**src/rtl/early_branch_redirect.sv**
```systemverilog
module early_branch_redirect #(
  parameter int W          = 4,
  parameter int F          = 4,
  parameter int PC_W       = 32,
  parameter int SEQ_W      = 16,
  parameter int CNT_W      = 16,
  parameter int INST_BYTES = 4
) (
  input  logic                      clk,
  input  logic                      rst_n,
  input  logic [W-1:0]              in_valid,
  input  logic [W-1:0][PC_W-1:0]    in_pc,
  input  logic [W-1:0]              in_ctrl,
  input  logic [W-1:0]              in_direct,
  input  logic [W-1:0]              in_uncond,
  input  logic [W-1:0][PC_W-1:0]    in_target,
  input  logic [W-1:0]              in_pred_taken,
  input  logic [W-1:0][PC_W-1:0]    in_pred_npc,
  input  logic [W-1:0][SEQ_W-1:0]   in_seq,
  input  logic [W-1:0]              in_no_src,
  input  logic [F-1:0]              fch_valid,
  input  logic [F-1:0][SEQ_W-1:0]   fch_seq,
  input  logic [1:0]                stage_state,
  output logic [W-1:0]              out_valid,
  output logic [W-1:0][PC_W-1:0]    out_npc,
  output logic [W-1:0]              out_ready,
  output logic                      redir_valid,
  output logic [PC_W-1:0]           redir_pc,
  output logic [SEQ_W-1:0]          redir_seq,
  output logic                      redir_kind,
  output logic [F-1:0]              fch_kill,
  output logic                      skid_clear,
  output logic                      unblock_fetch,
  output logic [CNT_W-1:0]          cnt_resolved,
  output logic [CNT_W-1:0]          cnt_mispred
);
  localparam int IDX_W = (W > 1) ? $clog2(W) : 1;
  localparam int RC_W  = $clog2(W + 1);

  logic [W-1:0] res, ev, keep;
  logic         hit;
  logic [IDX_W-1:0] idx;
  logic [RC_W-1:0]  rcnt;
  logic [F-1:0]     kill;
  logic [PC_W-1:0]  fix_pc;

  always_comb begin
    for (int i = 0; i < W; i++) begin
      res[i] = in_valid[i] & in_ctrl[i] & in_direct[i] & in_uncond[i];
      ev[i]  = (res[i] & (in_pred_npc[i] != in_target[i])) |
               (in_valid[i] & in_pred_taken[i] & ~in_ctrl[i]);
    end
    hit = 1'b0;
    idx = '0;
    for (int i = W - 1; i >= 0; i--)
      if (ev[i]) begin
        hit = 1'b1;
        idx = IDX_W'(i);
      end
    rcnt = '0;
    for (int i = 0; i < W; i++) begin
      keep[i] = in_valid[i] & (~hit | (IDX_W'(i) <= idx));
      rcnt    = rcnt + RC_W'(keep[i] & res[i]);
    end
    for (int j = 0; j < F; j++)
      kill[j] = hit & fch_valid[j] & (fch_seq[j] > in_seq[idx]);
    fix_pc = in_ctrl[idx] ? in_target[idx] : in_pc[idx] + PC_W'(INST_BYTES);
  end

  always_ff @(posedge clk) begin
    if (!rst_n) begin
      out_valid     <= '0;
      out_npc       <= '0;
      out_ready     <= '0;
      redir_valid   <= 1'b0;
      redir_pc      <= '0;
      redir_seq     <= '0;
      redir_kind    <= 1'b0;
      fch_kill      <= '0;
      skid_clear    <= 1'b0;
      unblock_fetch <= 1'b0;
      cnt_resolved  <= '0;
      cnt_mispred   <= '0;
    end else begin
      out_valid <= keep;
      out_ready <= keep & in_no_src;
      for (int i = 0; i < W; i++)
        out_npc[i] <= !keep[i] ? '0 : (res[i] ? in_target[i] : in_pred_npc[i]);
      redir_valid   <= hit;
      redir_pc      <= hit ? fix_pc : '0;
      redir_seq     <= hit ? in_seq[idx] : '0;
      redir_kind    <= hit & ~in_ctrl[idx];
      fch_kill      <= kill;
      skid_clear    <= hit;
      unblock_fetch <= hit & (stage_state == 2'd1 || stage_state == 2'd2);
      cnt_resolved  <= cnt_resolved + CNT_W'(rcnt);
      cnt_mispred   <= cnt_mispred + CNT_W'(hit);
    end
  end

  p_kill_needs_redir_r6: assert property (@(posedge clk) disable iff (!rst_n)
    (fch_kill != '0) |-> redir_valid);
  p_skid_with_redir_r7: assert property (@(posedge clk) disable iff (!rst_n)
    skid_clear == redir_valid);
  p_unblock_state_r8: assert property (@(posedge clk) disable iff (!rst_n)
    unblock_fetch |-> redir_valid && ($past(stage_state) == 2'd1 || $past(stage_state) == 2'd2));
  p_full_group_r5: assert property (@(posedge clk) disable iff (!rst_n)
    !redir_valid && $past(rst_n) |-> out_valid == $past(in_valid));
  p_mispred_count_r10: assert property (@(posedge clk) disable iff (!rst_n)
    $past(rst_n) |-> cnt_mispred == $past(cnt_mispred) + CNT_W'(redir_valid));
  p_ready_sub_r9: assert property (@(posedge clk) disable iff (!rst_n)
    (out_ready & ~out_valid) == '0);
endmodule

```
**config.mk**
```make
export PLATFORM = sky130hd
export DESIGN_NAME = early_branch_redirect
export DESIGN_NICKNAME = d
export VERILOG_FILES = /design/src/rtl/early_branch_redirect.sv
export SDC_FILE = /design/constraint.sdc
export NUM_CORES = 1
export LEC_CHECK = 0
export ABC_CLOCK_PERIOD_IN_PS = 6500
export BUFFER_PORTS_ARGS = -buffer_cell sky130_fd_sc_hd__clkbuf_2
export CAP_MARGIN = 20
export CORE_AREA = 2 2 303 305
export CTS_CLUSTER_SIZE = 8
export DETAILED_ROUTE_END_ITERATION = 12
export DIE_AREA = 0 0 305 307
export GPL_ROUTABILITY_DRIVEN = 0
export REMOVE_ABC_BUFFERS = 1
export SETUP_SLACK_MARGIN = 0.02
export SLEW_MARGIN = 20
export SYNTH_ARGS = -nofsm -noshare
export SYNTH_HDL_FRONTEND = slang
export SYNTH_SLANG_ARGS = --single-unit
```
**constraint.sdc**
```tcl
create_clock -name clk -period 6.5 [get_ports clk]
set_clock_uncertainty 0.05 [all_clocks]
set_input_delay 0.65 -clock clk [delete_from_list [all_inputs] [get_ports clk]]
set_output_delay 0.65 -clock clk [all_outputs]
set_load 0.02 [all_outputs]
```
==> results.py <==
metrics = {
    "power": {
        "power.total_mw": 4.83,
        "power.density_mw_per_mm2": 235,
        "irDropWorstVdd_mv": 0.182,
        "p_leak_nw": 9.95,
    },
    "grt": {
        "gr-usage-all-layers_pct": 20.3,
        "grt_overflow": 0,
        "grt_pass1_wl_um": 132000,
        "grt_max_degree": 81,
        "antenna_found_initial": 28,
        "grt_pass1_vias": 16600,
    },
    "worst_setup_path": {
        "cpMaxStageDelayCell": "nor4_1",
        "crit_required_ps": 6910,
        "critical_path.max_fanout": 9,
        "r2r-start": "cnt_resolved[0]$_SDFF_PN0_",
        "start_kind": "input pin",
        "slowest_delay_ps": 940,
        "path_class": "input pin to flip-flop",
        "startpoint": "in_target[34]",
        "reg2regPathDepth": 7,
        "arrival_ps": 5810,
        "cp-end-kind": "flip-flop",
        "path_cells": "clkbuf_2 > xor2_1 > nor4_1 > nand4_1 > o21ai_0 > nand4_1 > a21oi_4 > nand3_1 > nand2_1 > ha_1 > a21oi_1 > nor2b_1 > o21ai_0 > nand2b_1 > a21oi_1 > o21ai_0 > or4b_2 > a21oi_1 > nor4_1",
        "ff2ff_setup_slack_ps": 3940,
        "r2r-end": "cnt_resolved[2]$_SDFF_PN0_",
    },
    "timing": {
        "hold_viol": 0,
        "timing.hold.ws_ps": 217,
        "slew_headroom_pct": 24.7,
        "rsz0062_at_grt": "false",
        "period_minus_slack_ps": 5410,
        "finalSetupViolCount": 0,
        "worst_slack_ps": 1090,
        "fmax_mhz": 185,
        "worst_slew_pin_slew_ps": 1120,
        "final_max_slew_viol_count": 0,
        "fin_crit_sh_pct": 83.2,
    },
    "yosys": {
        "yosysTopAreaCell": "dfxtp_1",
        "netlist_instances": 1857,
        "yosysUniqueCellTypes": 70,
        "synth-seq-cells": 223,
        "ys_async_sr_fraction_pct": 0,
        "synth.top_cell.area_share_pct": 32.1,
        "synth_edf_count": 0,
        "synth_area_per_cell_um2": 7.48,
        "ys_seq_area_share_pct": 32.1,
        "ys_warn_count": 0,
        "synthFlopType": "dfxtp_1",
        "synth_area_mm2": 0.0139,
        "synth.most_common_cell": "nand2_1",
        "netlist_top_cells_count": "532 x nand2_1, 223 x dfxtp_1, 186 x a21oi_1",
        "synth_area_leaders": "dfxtp_1 32%, nand2_1 14%, xor2_1 7.3%",
    },
    "worst_hold_path": {
        "worstHoldStart": "in_no_src[3]",
        "whs_path_depth": 2,
        "hold_end": "out_ready[3]$_SDFF_PN0_",
        "min_path_type": "input pin to flip-flop",
    },
    "run": {
        "drv_cap": 0,
    },
    "floorplanning": {
        "ios": 768,
        "start_util_pct": 15.3,
        "core_mm2": 0.0907,
        "die_w_um": 305,
        "rows": 111,
        "die-height_um": 307,
        "die-area_mm2": 0.0936,
    },
    "clock_tree": {
        "clock_latency_ps": 570,
        "cts_resized": 0,
        "clk_pin_slew_ps": 60,
        "ctsHoldBuffers": 0,
        "htreeDepth": 2,
        "tritoncts": "built",
        "cts_setup_buffers": 0,
        "numCtsBuffers": 36,
        "root_buffer": "clkbuf_16",
        "cts.sinks": 223,
        "cts.path.max_buffers": 3,
    },
    "place": {
        "placed_cells": 3779,
        "dp_hpwl_um": 83700,
        "port_buffers": 767,
        "place_ws_ps": 567,
        "place_area_mm2": 0.0195,
    },
    "layout": {
        "fin_cells": 3840,
        "area_growth_pct": 48.2,
        "finalInstanceArea_mm2": 0.0206,
        "drive_gt1_share_pct": 35.4,
        "nets": 3242,
    },
    "detailed_routing": {
        "num_vias": 17200,
        "dr.pass1.iters": 6,
        "remaining_drc_errors": 0,
        "detail-route-antenna-nets": 0,
        "avgViaCountPerCell": 4.47,
        "drtIter0Drc": 1763,
        "wirelength_um": 99700,
        "wl_per_cell_um": 26.0,
    },
    "outcome": {
        "status": "finished clean",
    },
}
report_power, final:
part           internal [mW]  total, mW  switching [mW]
registers               1.45       1.48          0.0312
clock network           1.12       1.88           0.759
logic                  0.513       1.48           0.963
cell type report:
cell class,instances,area (um2)
fillers,10100,70100
multi-input cells,1495,8950
repair buffers,847,4480
flip-flops and latches,223,4460
well taps,1186,1480
clock buffers,45,965
clock inverters,6,113
inverters,28,105
diodes,10,25.0
layer usage:
| metal | vias up | routed length (um) | global-route usage (%) |
|---|---|---|---|
| met3 | 131 | 8350 | 5.45 |
| met1 | 8150 | 44700 | 27.5 |
| met2 | 902 | 44600 | 32.1 |
| met4 | 28 | 1980 | 4.59 |
| li1 | 7943 | - | - |
| met5 | - | 172 | 0 |
kinds of logic (layout without fill, tap and decap cells):
family,Yosys count,in the layout,synth area share (%)
AOI/OAI and AO/OA,330,330,14.0
xor gates and xnor gates,186,186,11.7
adders and majority gates,71,71,6.49
buffers and inverters,139,926,3.89
DFF,223,223,32.1
muxes,20,20,2.28
other,0,10,0
and+or+nand+nor,888,888,29.5
how the worst max path moves through the flow:
stage / endpoint / slack, ps / depth (start not counted)
after detailed placement: fch_kill[1]$_SDFF_PN0_ / 570 / 21
after global placement: fch_kill[1]$_SDFF_PN0_ / 560 / 21
after global routing: fch_kill[1]$_SDFF_PN0_ / 840 / 21
final: fch_kill[1]$_SDFF_PN0_ / 1090 / 19
after floorplan: fch_kill[1]$_SDFF_PN0_ / -510 / 17
after CTS: fch_kill[1]$_SDFF_PN0_ / 1190 / 21
metrics by stage:
stage / TNS (ps) / utilization, %
6_report: 0 / 22.7
3_3_place_gp: 0 / 21.5
5_1_grt: 0 / 22.7
3_5_place_dp: 0 / 21.5
2_1_floorplan: -5190 / -
4_1_cts: 0 / 22.7
sequential cells by signal (all words and copies together) (netlist names):
signal,flops
cnt_resolved,16
unblock_fetch,1
fch_kill,4
out_ready,4
redir_pc,32
redir_seq,16
cnt_mispred,16
out_npc,128
redir_valid,1
out_valid,4
redir_kind,1
cell usage in the layout, fill, tap and decap left out, drive strengths merged, types with 10 or more instances in the layout:
cell type / synthesis / final
xnor2: 71 / 71
a31oi: 27 / 27
diode: 0 / 10
o21ai: 38 / 38
xor2: 115 / 115
a21o: 10 / 10
buf: 24 / 80
ha: 64 / 64
inv: 28 / 30
dfxtp: 223 / 223
a211oi: 20 / 20
nand2: 532 / 532
and2: 35 / 35
and3: 39 / 39
nand3: 91 / 91
nor4: 46 / 46
nor2: 57 / 57
a21oi: 187 / 187
clkbuf: 87 / 812
nand4: 32 / 32
critical path, delay by kind of cell:
kind	cells	cell delay, ps
adders and majority gates	1	300
AOI/OAI and AO/OA	7	1810
buffers and inverters	1	160
and+or+nand+nor	9	2670
xor gates and xnor gates	1	200
Power figures use the tool's default switching activity.
